`config.mk`:
```
export PLATFORM = sky130hd
export DESIGN_NAME = nand_hamming_ecc
export DESIGN_NICKNAME = d
export VERILOG_FILES = /design/src/rtl/ecc_pkg.sv /design/src/rtl/ecc_byte_parity.sv /design/src/rtl/ecc_block_counter.sv /design/src/rtl/ecc_parity_accum.sv /design/src/rtl/nand_hamming_ecc.sv
export SDC_FILE = /design/constraint.sdc
export NUM_CORES = 1
export LEC_CHECK = 0
export BUFFER_PORTS_ARGS = -buffer_cell sky130_fd_sc_hd__buf_2
export CAP_MARGIN = 10
export CORE_MARGIN = 2
export CORE_UTILIZATION = 40
export DETAILED_ROUTE_END_ITERATION = 12
export PLACE_DENSITY_LB_ADDON = 0.25
export SLEW_MARGIN = 10
export SYNTH_ARGS = -nofsm -noshare
export SYNTH_HDL_FRONTEND = slang
export SYNTH_SLANG_ARGS = --single-unit
```
`constraint.sdc`:
```
create_clock -name clk -period 3.1 [get_ports clk]
set_input_delay 0.465 -clock clk [delete_from_list [all_inputs] [get_ports clk]]
set_output_delay 0.465 -clock clk [all_outputs]
set_load 0.01 [all_outputs]
```
`src/rtl/ecc_pkg.sv`:
```
package ecc_pkg;

  localparam int RES_W   = 32;
  localparam int ODD_LSB = 16;
  localparam int CODE_W  = 24;

  typedef enum logic {
    COL8  = 1'b0,
    COL16 = 1'b1
  } col_mode_e;

  // Mask of bit positions j within a byte whose index bit b equals zero.
  function automatic logic [7:0] low_half_mask(input int b);
    logic [7:0] m;
    for (int j = 0; j < 8; j++) m[j] = ((j >> b) & 1) == 0;
    return m;
  endfunction

  // Spare-area byte order: low even, low odd, then high nibbles paired.
  function automatic logic [CODE_W-1:0] pack_code(input logic [RES_W-1:0] r);
    return {r[27:24], r[11:8], r[23:16], r[7:0]};
  endfunction

endpackage

```
`src/rtl/ecc_byte_parity.sv`:
```
// Contribution of one byte at a given byte index to the even/odd parity pairs.
module ecc_byte_parity #(
  parameter int IDX_W  = 9,
  parameter int ADDR_W = IDX_W + 3
) (
  input  logic [7:0]        din,
  input  logic [IDX_W-1:0]  idx,
  input  logic              live,
  output logic [ADDR_W-1:0] ev,
  output logic [ADDR_W-1:0] od
);
  import ecc_pkg::*;

  logic byte_par;
  assign byte_par = ^din;

  for (genvar b = 0; b < ADDR_W; b++) begin : g_pair
    if (b < 3) begin : g_col
      localparam logic [7:0] M0 = low_half_mask(b);
      assign ev[b] = live & (^(din & M0));
      assign od[b] = live & (^(din & ~M0));
    end else begin : g_row
      assign ev[b] = live & byte_par & ~idx[b-3];
      assign od[b] = live & byte_par &  idx[b-3];
    end
  end

endmodule

```
`src/rtl/ecc_block_counter.sv`:
```
// Counts consumed bytes against the captured block length and flags completion.
module ecc_block_counter #(
  parameter int CNT_W = 10,
  parameter int SZ_W  = 8
) (
  input  logic             clk,
  input  logic             rst_n,
  input  logic             clr,
  input  logic             take,
  input  logic             two_bytes,
  input  logic [SZ_W-1:0]  size_m1,
  output logic [CNT_W-1:0] count,
  output logic             done
);

  logic [CNT_W-1:0] total;
  logic [CNT_W-1:0] step;
  logic [CNT_W-1:0] count_nxt;

  assign total     = (CNT_W'(size_m1) + CNT_W'(1)) << 1;
  assign step      = two_bytes ? CNT_W'(2) : CNT_W'(1);
  assign count_nxt = count + step;

  always_ff @(posedge clk or negedge rst_n) begin
    if (!rst_n) begin
      count <= '0;
      done  <= 1'b0;
    end else if (clr) begin
      count <= '0;
      done  <= 1'b0;
    end else if (take) begin
      count <= count_nxt;
      done  <= (count_nxt == total);
    end
  end

endmodule

```
`src/rtl/ecc_parity_accum.sv`:
```
// Running even/odd parity registers.
module ecc_parity_accum #(
  parameter int ADDR_W = 12
) (
  input  logic              clk,
  input  logic              rst_n,
  input  logic              clr,
  input  logic              take,
  input  logic [ADDR_W-1:0] ev_in,
  input  logic [ADDR_W-1:0] od_in,
  output logic [ADDR_W-1:0] ev_q,
  output logic [ADDR_W-1:0] od_q
);

  always_ff @(posedge clk or negedge rst_n) begin
    if (!rst_n) begin
      ev_q <= '0;
      od_q <= '0;
    end else if (clr) begin
      ev_q <= '0;
      od_q <= '0;
    end else if (take) begin
      ev_q <= ev_q ^ ev_in;
      od_q <= od_q ^ od_in;
    end
  end

endmodule

```
`src/rtl/nand_hamming_ecc.sv`:
```
module nand_hamming_ecc #(
  parameter int MAX_BYTES = 512,
  parameter int LANES     = 2
) (
  input  logic        clk,
  input  logic        rst_n,
  input  logic        clr,
  input  logic        en,
  input  logic        wide,
  input  logic [7:0]  size_m1,
  input  logic        in_valid,
  output logic        in_ready,
  input  logic [15:0] in_data,
  output logic        done,
  output logic [31:0] result,
  output logic [23:0] code
);
  import ecc_pkg::*;

  localparam int IDX_W  = $clog2(MAX_BYTES);
  localparam int ADDR_W = IDX_W + 3;
  localparam int CNT_W  = IDX_W + 1;
  localparam int SZ_W   = IDX_W - 1;

  col_mode_e        mode_q;
  logic [SZ_W-1:0]  size_q;
  logic             take;
  logic [CNT_W-1:0] count;
  logic [ADDR_W-1:0] ev_q, od_q;
  logic [ADDR_W-1:0] lane_ev [LANES];
  logic [ADDR_W-1:0] lane_od [LANES];
  logic [ADDR_W-1:0] ev_sum, od_sum;

  // Mode and length are captured on the arming pulse.
  always_ff @(posedge clk or negedge rst_n) begin
    if (!rst_n) begin
      mode_q <= COL8;
      size_q <= '1;
    end else if (clr) begin
      mode_q <= col_mode_e'(wide);
      size_q <= size_m1[SZ_W-1:0];
    end
  end

  assign in_ready = en & ~done & ~clr;
  assign take     = in_valid & in_ready;

  for (genvar l = 0; l < LANES; l++) begin : g_lane
    logic [IDX_W-1:0] lane_idx;
    logic             lane_live;
    assign lane_idx  = count[IDX_W-1:0] + IDX_W'(l);
    assign lane_live = (l == 0) ? 1'b1 : (mode_q == COL16);
    ecc_byte_parity #(.IDX_W(IDX_W), .ADDR_W(ADDR_W)) u_bp (
      .din  (in_data[8*l +: 8]),
      .idx  (lane_idx),
      .live (lane_live),
      .ev   (lane_ev[l]),
      .od   (lane_od[l])
    );
  end

  always_comb begin
    ev_sum = '0;
    od_sum = '0;
    for (int l = 0; l < LANES; l++) begin
      ev_sum = ev_sum ^ lane_ev[l];
      od_sum = od_sum ^ lane_od[l];
    end
  end

  ecc_parity_accum #(.ADDR_W(ADDR_W)) u_acc (
    .clk   (clk),
    .rst_n (rst_n),
    .clr   (clr),
    .take  (take),
    .ev_in (ev_sum),
    .od_in (od_sum),
    .ev_q  (ev_q),
    .od_q  (od_q)
  );

  ecc_block_counter #(.CNT_W(CNT_W), .SZ_W(SZ_W)) u_cnt (
    .clk       (clk),
    .rst_n     (rst_n),
    .clr       (clr),
    .take      (take),
    .two_bytes (mode_q == COL16),
    .size_m1   (size_q),
    .count     (count),
    .done      (done)
  );

  always_comb begin
    result = '0;
    result[ADDR_W-1:0]        = ev_q;
    result[ODD_LSB +: ADDR_W] = od_q;
  end

  assign code = pack_code(result);

endmodule

```
### After elaboration in Yosys (flattened, before gate mapping)

Cells that the tools add are included.

* register bits: 44
* input bits: 30
* output and inout port bits: 58

* bitwise logic cells: 70
* add/subtract/negate cells: 3
* mux-type cells: 9
* reductions and logical operators: 15
* equal/unequal tests: 1

Operators with widths (count)
* XOR reduction 8 bit: 14
* two-way mux 12 bit: 4
* bitwise XOR 12 bit: 4
* AND 1 bit: 46
* two-way mux 10 bit: 2
* NOT 1 bit: 20
* adder 10 bit: 1
* equality test 10 bit: 1
* adder 8 x 1 -> 9 bit, second input constant: 1
* adder 9 x 1 -> 9 bit, second input constant: 1
* two-way mux 1 bit: 2
* two-way mux 2 bit: 1
* nonzero test 2 bit: 1

### Depth between registers and ports, before layout

Gate-level depths: netlist of run 1.

* word-level depth: 7
* gate-level depth with buffers: 10
* gate-level depth less buffers: 9

### Cells and area by module

A second synthesis of run 1 with hierarchy kept.

* cells, all modules: 401
* area total of the unflattened synthesis: 3743.6 sq um

By module, submodules not included
* ecc_parity_accum: area an instance 1188.6 sq um, instances 1, cells an instance 103
* nand_hamming_ecc: area an instance 952.2 sq um, instances 1, cells an instance 98
* ecc_block_counter: area an instance 929.6 sq um, instances 1, cells an instance 98
* ecc_byte_parity: area an instance 336.6 sq um, instances 2, cells an instance 51

### Least setup slack after synthesis of run 1

OpenSTA, ideal clock, no wires.

* path kind: flip-flop to flip-flop
* start point: register mode_q, in the netlist g_lane[1].lane_live
* end point: register u_cnt.done
* buffers on the path: 1
* setup time: 0.078 ns
* data arrival time: 2.562 ns
* clock period less this slack: 2.640 ns
* path slack: 0.460 ns
* cell stages (with the launch flop): 11
* cell sequence: dfrtp_1 -> inv_2 -> clkbuf_1 -> ha_1 -> fa_1 -> xnor2_1 -> a21oi_1 -> nor4bb_1 -> nand4_1 -> or4_1 -> a21oi_1

* word-level cells in the longest chain between the ends: 5

RTL lines
* from (decl): line nand_hamming_ecc.sv:25 `col_mode_e mode_q;`
* from (signal assigned): line nand_hamming_ecc.sv:40 `mode_q <= col_mode_e'(wide);`
* two-way mux 2 bit: line ecc_block_counter.sv:21 `assign step = two_bytes ? CNT_W'(2) : CNT_W'(1);`
* adder 10 bit: line ecc_block_counter.sv:22 `assign count_nxt = count + step;`
* equality test 10 bit: line ecc_block_counter.sv:33 `done <= (count_nxt == total);`
* two-way mux 1 bit: line ecc_block_counter.sv:31 `end else if (take) begin`
* two-way mux 1 bit: line ecc_block_counter.sv:28 `end else if (clr) begin`
* to (signal assigned): line ecc_block_counter.sv:33
* to (decl): line ecc_block_counter.sv:13 `output logic done`

Every way passes these cells. The select of a mux whose other input is x is not followed.
A chain may end at the register's enable or synchronous reset.

### Final worst setup path of run 1

Same ends and word-level chain as after synthesis.

==> results of run 1 <==
==> sequential cells by signal, summed over array words and instances, names as in the netlist <==
register and flops:
u_cnt.done 1, size_q 8, u_acc.od_q 12, u_acc.ev_q 12, u_cnt.count 10, g_lane.lane_live 1
==> worst max-delay path by stage <==
| stage | startpoint | endpoint | slack, ns | depth (start not counted) |
|---|---|---|---|---|
| floorplan | g_lane[1].lane_live$_DFFE_PN0P_ | u_cnt.done$_DFFE_PN0P_ | 0.46 | 10 |
| global placement | in_data[5] | u_acc.od_q[8]$_DFFE_PN0P_ | 0.25 | 8 |
| detailed placement | in_data[5] | u_acc.od_q[9]$_DFFE_PN0P_ | 0.18 | 8 |
| CTS | in_data[5] | u_acc.od_q[8]$_DFFE_PN0P_ | 0.50 | 8 |
| global route | g_lane[1].lane_live$_DFFE_PN0P_ | u_cnt.done$_DFFE_PN0P_ | 0.32 | 9 |
| finish | g_lane[1].lane_live$_DFFE_PN0P_ | u_cnt.done$_DFFE_PN0P_ | 0.48 | 9 |
==> metrics by stage <==
step           setup slack (ns)  hold WS [ns]
2_1_floorplan             0.460         0.169
3_3_place_gp              0.249         0.541
3_5_place_dp              0.177         0.553
4_1_cts                   0.504         0.367
5_1_grt                   0.318         0.375
6_report                  0.483         0.331
==> cell families (layout without fill, tap and decap cells) <==
logic type	count (synthesis)	count (layout)	share of synthesized area
AND/OR/NAND/NOR	173	173	0.222
flip-flops	44	44	0.287
XOR/XNOR	67	67	0.166
AO/OA/AOI/OAI	70	70	0.124
other	1	8	0.000968
buffers and inverters	72	105	0.105
adder cells (fa/ha/maj)	5	5	0.0181
multiplexers	27	27	0.0766
==> layer usage <==
layer	share of wire	global-route usage
met5	0	0
met4	0.0071	0.0441
met3	0.052	0.0226
met2	0.49	0.318
met1	0.45	0.251
==> cell usage in the layout (no fill, tap or decap), drive strengths merged, types with 2 or more instances in the layout <==
cell      synthesis  layout
xnor2            46      46
nor2b            16      16
a21oi            15      15
a211oi            3       3
nor2             47      47
a31o              2       2
buf              44      92
o22a              4       4
or4               3       3
nand2            28      28
o21ai            11      11
nor3b             2       2
a211o             4       4
ha                4       4
clkbuf           23       5
nor3             20      20
mux2             21      21
inv               4       4
nand4            17      17
a22oi             5       5
nand3            26      26
clkinv            1       2
clkinvlp          0       2
dfstp             8       8
mux2i             6       6
and3              8       8
xnor3             2       2
conb              1       8
xor2             19      19
o211ai           17      17
o2111ai           6       6
dfrtp            36      36
==> area by class of cell <==
class	instances	area share
inverter	5	0.00441
multi-input combinational	350	0.560
sequential	44	0.261
timing repair buffer	92	0.116
clock buffer	5	0.0162
clock inverter	3	0.00441
tap	129	0.0379
==> worst max-delay path: stages (launching register included) <==
cell      delay, ns
dfrtp_1        0.46
inv_2          0.06
ha_1           0.22
fa_1           0.48
xnor2_1        0.16
a21oi_1        0.11
nor4bb_1       0.33
nand4_1        0.12
or4_1          0.44
a21oi_1        0.16
==> where the power goes <==
group | total [mW] | internal, mW | switching (mW)
clock | 0.367 | 0.156 | 0.211
sequential | 0.681 | 0.631 | 0.0501
combinational | 0.765 | 0.314 | 0.451
total | 1.81 | 1.10 | 0.713
==> out/summary.txt, run 1 <==
Vias -> 3345
Most frequent cell after synthesis -> nor2_1
Post-cts sizing count -> 0
Power, Total -> 1.81 mW
Cell Count, Final, Fillers Out -> 628
Leak pwr -> 1.86 nW
Layout Nets -> 533
Top cell type by total area after synthesis -> dfrtp_1
Netlist Area Pre-Place -> 3870 um^2
GRT overflow -> 0
Hold buffer count at cts -> 0
Fraction of layout cells with a size suffix above 1 -> 0.234
Drt initial violations -> 170
Layout area overhead -> 9.85%
Filler Cell Count -> 951
Placed cells -> 620
Setup CP Type -> flip-flop to flip-flop
CTS tree -> yes
Die Ht -> 102 um
Total of max-cap violations -> 0
Post-synthesis sequential area ratio -> 0.287
Outcome -> finished, final reports clean
I/O pins -> 88
Final instance area -> 4250 um^2
Post-synth EDFFs -> 0
PD cells -> 426 nW/um^2
Pins Over Slew Limit -> 0
Pin count of the biggest net entering global routing -> 45
# Post-CTS Setup Buffers -> 0
Fmax -> 0.382 GHz
Root Driver -> clkbuf_8
DRT Pass-1 Iters -> 4
Die W -> 102 um
RSZ-0062 raised after global routing -> no
Clk buf depth -> 2
Clk_lat worst skew -> 0.30 ns
Post-synth top cells -> 47 x nor2_1, 43 x xnor2_1, 36 x dfrtp_1
Setup_tns -> 0 ns
VDD IR max -> 207 uV
Die ar. -> 10500 um^2
Number of synthesized register bits -> 44
Initial antenna violation count -> 0
Cell Area, Placed -> 4170 um^2
Reg-to-reg slack, setup -> 0.48 ns
Worst setup EP type -> flip-flop
Initial Utilization -> 0.415
Cell count after synthesis -> 459
Worst hold path type -> input pin to async pin
# diodes -> 0
R2R cell count -> 9
R2r endpoint -> u_cnt.done$_DFFE_PN0P_
Fin crit period -> 2.62 ns
Post-synth top area share -> 0.233
Post-DP HPWL -> 6.53 mm
CP startpoint kind -> flip-flop
H-tree levels -> 2
Via/cell ratio -> 5.33
Top post-synthesis cells by area -> dfrtp_1 23%, xnor2_1 9.7%, buf_4 6.2%
PortBufs -> 79
Final-report hold violation count -> 0
Tcrit/Tclk final -> 0.844
Floorplan core area -> 9330 um^2
GP Congestion -> 0.815
CP arrival -> 2.85 ns
# DRC -> 0
Vias in the first global route -> 3309
Worst endpoint required time -> 3.33 ns
Cell Rows -> 35
Synth Warn # -> 0
Global-route wire length before repair -> 15.7 mm
Setup Skew -> 0.00555 ns
WL final -> 9.07 mm
TritonCTS Buffers -> 5
Routed WL per cell -> 14.4 um
Tightest Pin Transition -> 1.19 ns
Async SR Flop Fraction -> 1.00
GRT Overall Usage -> 0.186
Reg2reg start -> g_lane[1].lane_live$_DFFE_PN0P_
CP Max Fanout -> 4
Distinct cells, synth -> 50
Multi-input gate area -> 2380 um^2
Register Area -> 1110 um^2
Final setup vio count -> 0
Final Core Density -> 0.456
CTS sink count -> 44
Top_reg_cell synth -> dfrtp_1
Post-DRT Antenna Nets -> 0
Clock transition at path regs -> 0.09 ns
Mapped Avg Cell Area -> 8.44 um^2
Worst slew margin -> 0.202
(Power assumes the default switching activity.)
==> run 2: changes to the inputs <==
==> constraint.sdc (replaced) <==
create_clock -name clk -period 2.3 [get_ports clk]
set_input_delay 0.345 -clock clk [delete_from_list [all_inputs] [get_ports clk]]
set_output_delay 0.345 -clock clk [all_outputs]
set_load 0.01 [all_outputs]
==> run 2 against run 1 <==
Cell area is 9.4% higher; the run now ends with setup timing left; register-to-register slack got worse by 0.49 ns; global-route usage increased by 0.26 points; critical endpoint unchanged; highest routed layer unchanged; sequential share of layout area decreased by 2.3 points.
==> out/summary.txt, run 2 (synthesized netlist as in run 1, its figures left out) <==
Tightest Pin Transition -> 0.574 ns
CP arrival -> 2.54 ns
P_sw -> 0.996 mW
Fmax -> 0.434 GHz
DRT Pass-1 Iters -> 5
Layout Nets -> 572
Vias in the first global route -> 3274
Pin count of the biggest net entering global routing -> 63
Clk buf depth -> 2
Commonest non-fill, non-tap cells in the layout -> 79 x buf_2, 48 x buf_4, 47 x nor2_1, 43 x xnor2_1, 36 x dfrtp_1
Die W -> 102 um
Logic gate share of total power -> 0.441
Most common cell after layout, fill and taps aside -> buf_2
Drt initial violations -> 107
Worst endpoint required time -> 2.53 ns
Cell internal pwr -> 1.73 mW
Worst slew margin -> 0.617
Total of max-cap violations -> 0
Hold buffer count at cts -> 0
VDD IR max -> 380 uV
Setup Skew -> 0.00802 ns
Setup CP Type -> flip-flop to flip-flop
# DRC -> 0
Setup slack after layout -> -0.00480 ns
Layout area overhead -> 20.2%
Met3 usage -> 0.0253
Die Ht -> 102 um
Fin crit period -> 2.30 ns
Post-DRT Antenna Nets -> 0
I/O pins -> 88
Met1 usage -> 0.251
Worst setup EP type -> flip-flop
Root Driver -> clkbuf_8
Hold_ws -> 0.111 ns
WL final -> 9.62 mm
Failing checks -> setup timing
Global-route wire length before repair -> 15.7 mm
Clock transition at path regs -> 0.09 ns
Pins Over Slew Limit -> 0
Via/cell ratio -> 5.28
Fraction of layout cells with a size suffix above 1 -> 0.299
Leak pwr -> 2.11 nW
GRT Overall Usage -> 0.188
CP startpoint kind -> flip-flop
Cell Rows -> 35
Top Registers -> u_acc.ev_q: 12 flops, u_acc.od_q: 12 flops, u_cnt.count: 10 flops
H-tree levels -> 2
PortBufs -> 79
Die ar. -> 10500 um^2
Post-DP HPWL -> 7.06 mm
CTS sink count -> 44
Clk_lat worst skew -> 0.31 ns
Share of power burned in registers -> 0.335
Tcrit/Tclk final -> 1.00
Setup_tns -> -0.00480 ns
Initial Utilization -> 0.415
Sw Share -> 0.366
# diodes -> 0
GR peak layer -> met2
Outcome -> complete, but fails checks
GP Congestion -> 0.902
Final-report hold violation count -> 0
Floorplan core area -> 9330 um^2
CP Max Fanout -> 3
Clock power frac -> 0.224
RSZ-0062 raised after global routing -> yes
Routed WL per cell -> 14.4 um
Initial antenna violation count -> 0
Vias -> 3521
Worst hold path type -> input pin to async pin
PD cells -> 585 nW/um^2
M2 GR Usage -> 0.322
TritonCTS Buffers -> 5
GRT overflow -> 0
Final setup vio count -> 1
CTS tree -> yes
## run 2: worst paths after layout
check / to / cells past startpoint / slack [ns] / start
hold reg to reg: u_acc.ev_q[2]$_DFFE_PN0P_ / 2 / 0.56 / u_acc.ev_q[2]$_DFFE_PN0P_
hold / removal: u_acc.ev_q[3]$_DFFE_PN0P_ / 2 / 0.11 / rst_n
max in group asynchronous: g_lane[1].lane_live$_DFFE_PN0P_ / 2 / 1.79 / rst_n
setup / recovery: u_cnt.done$_DFFE_PN0P_ / 9 / -0.005 / g_lane[1].lane_live$_DFFE_PN0P_
setup reg to reg: u_cnt.done$_DFFE_PN0P_ / 9 / -0.005 / g_lane[1].lane_live$_DFFE_PN0P_
min in group clk: size_q[5]$_DFFE_PN1P_ / 2 / 0.25 / size_m1[5]
## run 2: power by group through the flow
| stage | Combinational (mW) | Clock (mW) | Sequential (mW) |
|---|---|---|---|
| floorplan | 0.781 | 0 | 0.947 |
| global placement | 1.17 | 0 | 0.923 |
| detailed placement | 1.19 | 0 | 0.928 |
| CTS | 1.19 | 0.632 | 0.913 |
| global route | 1.31 | 0.663 | 0.924 |
| finish | 1.20 | 0.611 | 0.911 |
## run 2: metrics by stage
step | utilization | setup WS, ns | power, mW | instance area (um^2) | cells
after floorplan | - | -0.0694 | 1.73 | 3930 | 466
after global routing | 0.499 | -0.0970 | 2.90 | 4660 | 667
after CTS | 0.498 | 0.00330 | 2.74 | 4640 | 667
after detailed placement | 0.486 | -0.0769 | 2.12 | 4530 | 659
final | 0.499 | -0.00480 | 2.72 | 4660 | 667
after global placement | 0.486 | -0.0727 | 2.09 | 4530 | 659
## run 2: critical path, cell delays in order, from the launching register on
cell and delay, ns:
dfrtp_1 0.39, inv_2 0.06, ha_4 0.16, fa_2 0.56
xnor2_1 0.08, a21oi_1 0.12, nor4bb_4 0.20, nand4_1 0.10
or4_1 0.42, a21oi_1 0.16
## run 2: what timing repair did
action                     CTS  global route
resized for setup            0             2
setup buffers                0             0
setup endpoints to repair    0             1
## run 2: metal layers
| metal | vias to the layer above | share of wire | routed length [um] |
|---|---|---|---|
| met5 | - | 0 | 0 |
| met4 | 0 | 0.012 | 120 |
| met3 | 11 | 0.030 | 290 |
| met2 | 70 | 0.50 | 4800 |
| met1 | 1717 | 0.46 | 4410 |
| li1 | 1723 | - | - |
## run 2: area by class of cell
cell class              instances  area, um^2
fillers                       886        4670
clock buffers                   5        68.8
multi-input cells             350        2420
flip-flops and latches         44        1110
inverters                       5        18.8
well taps                     129         161
repair buffers                131         836
clock inverters                 3        42.5
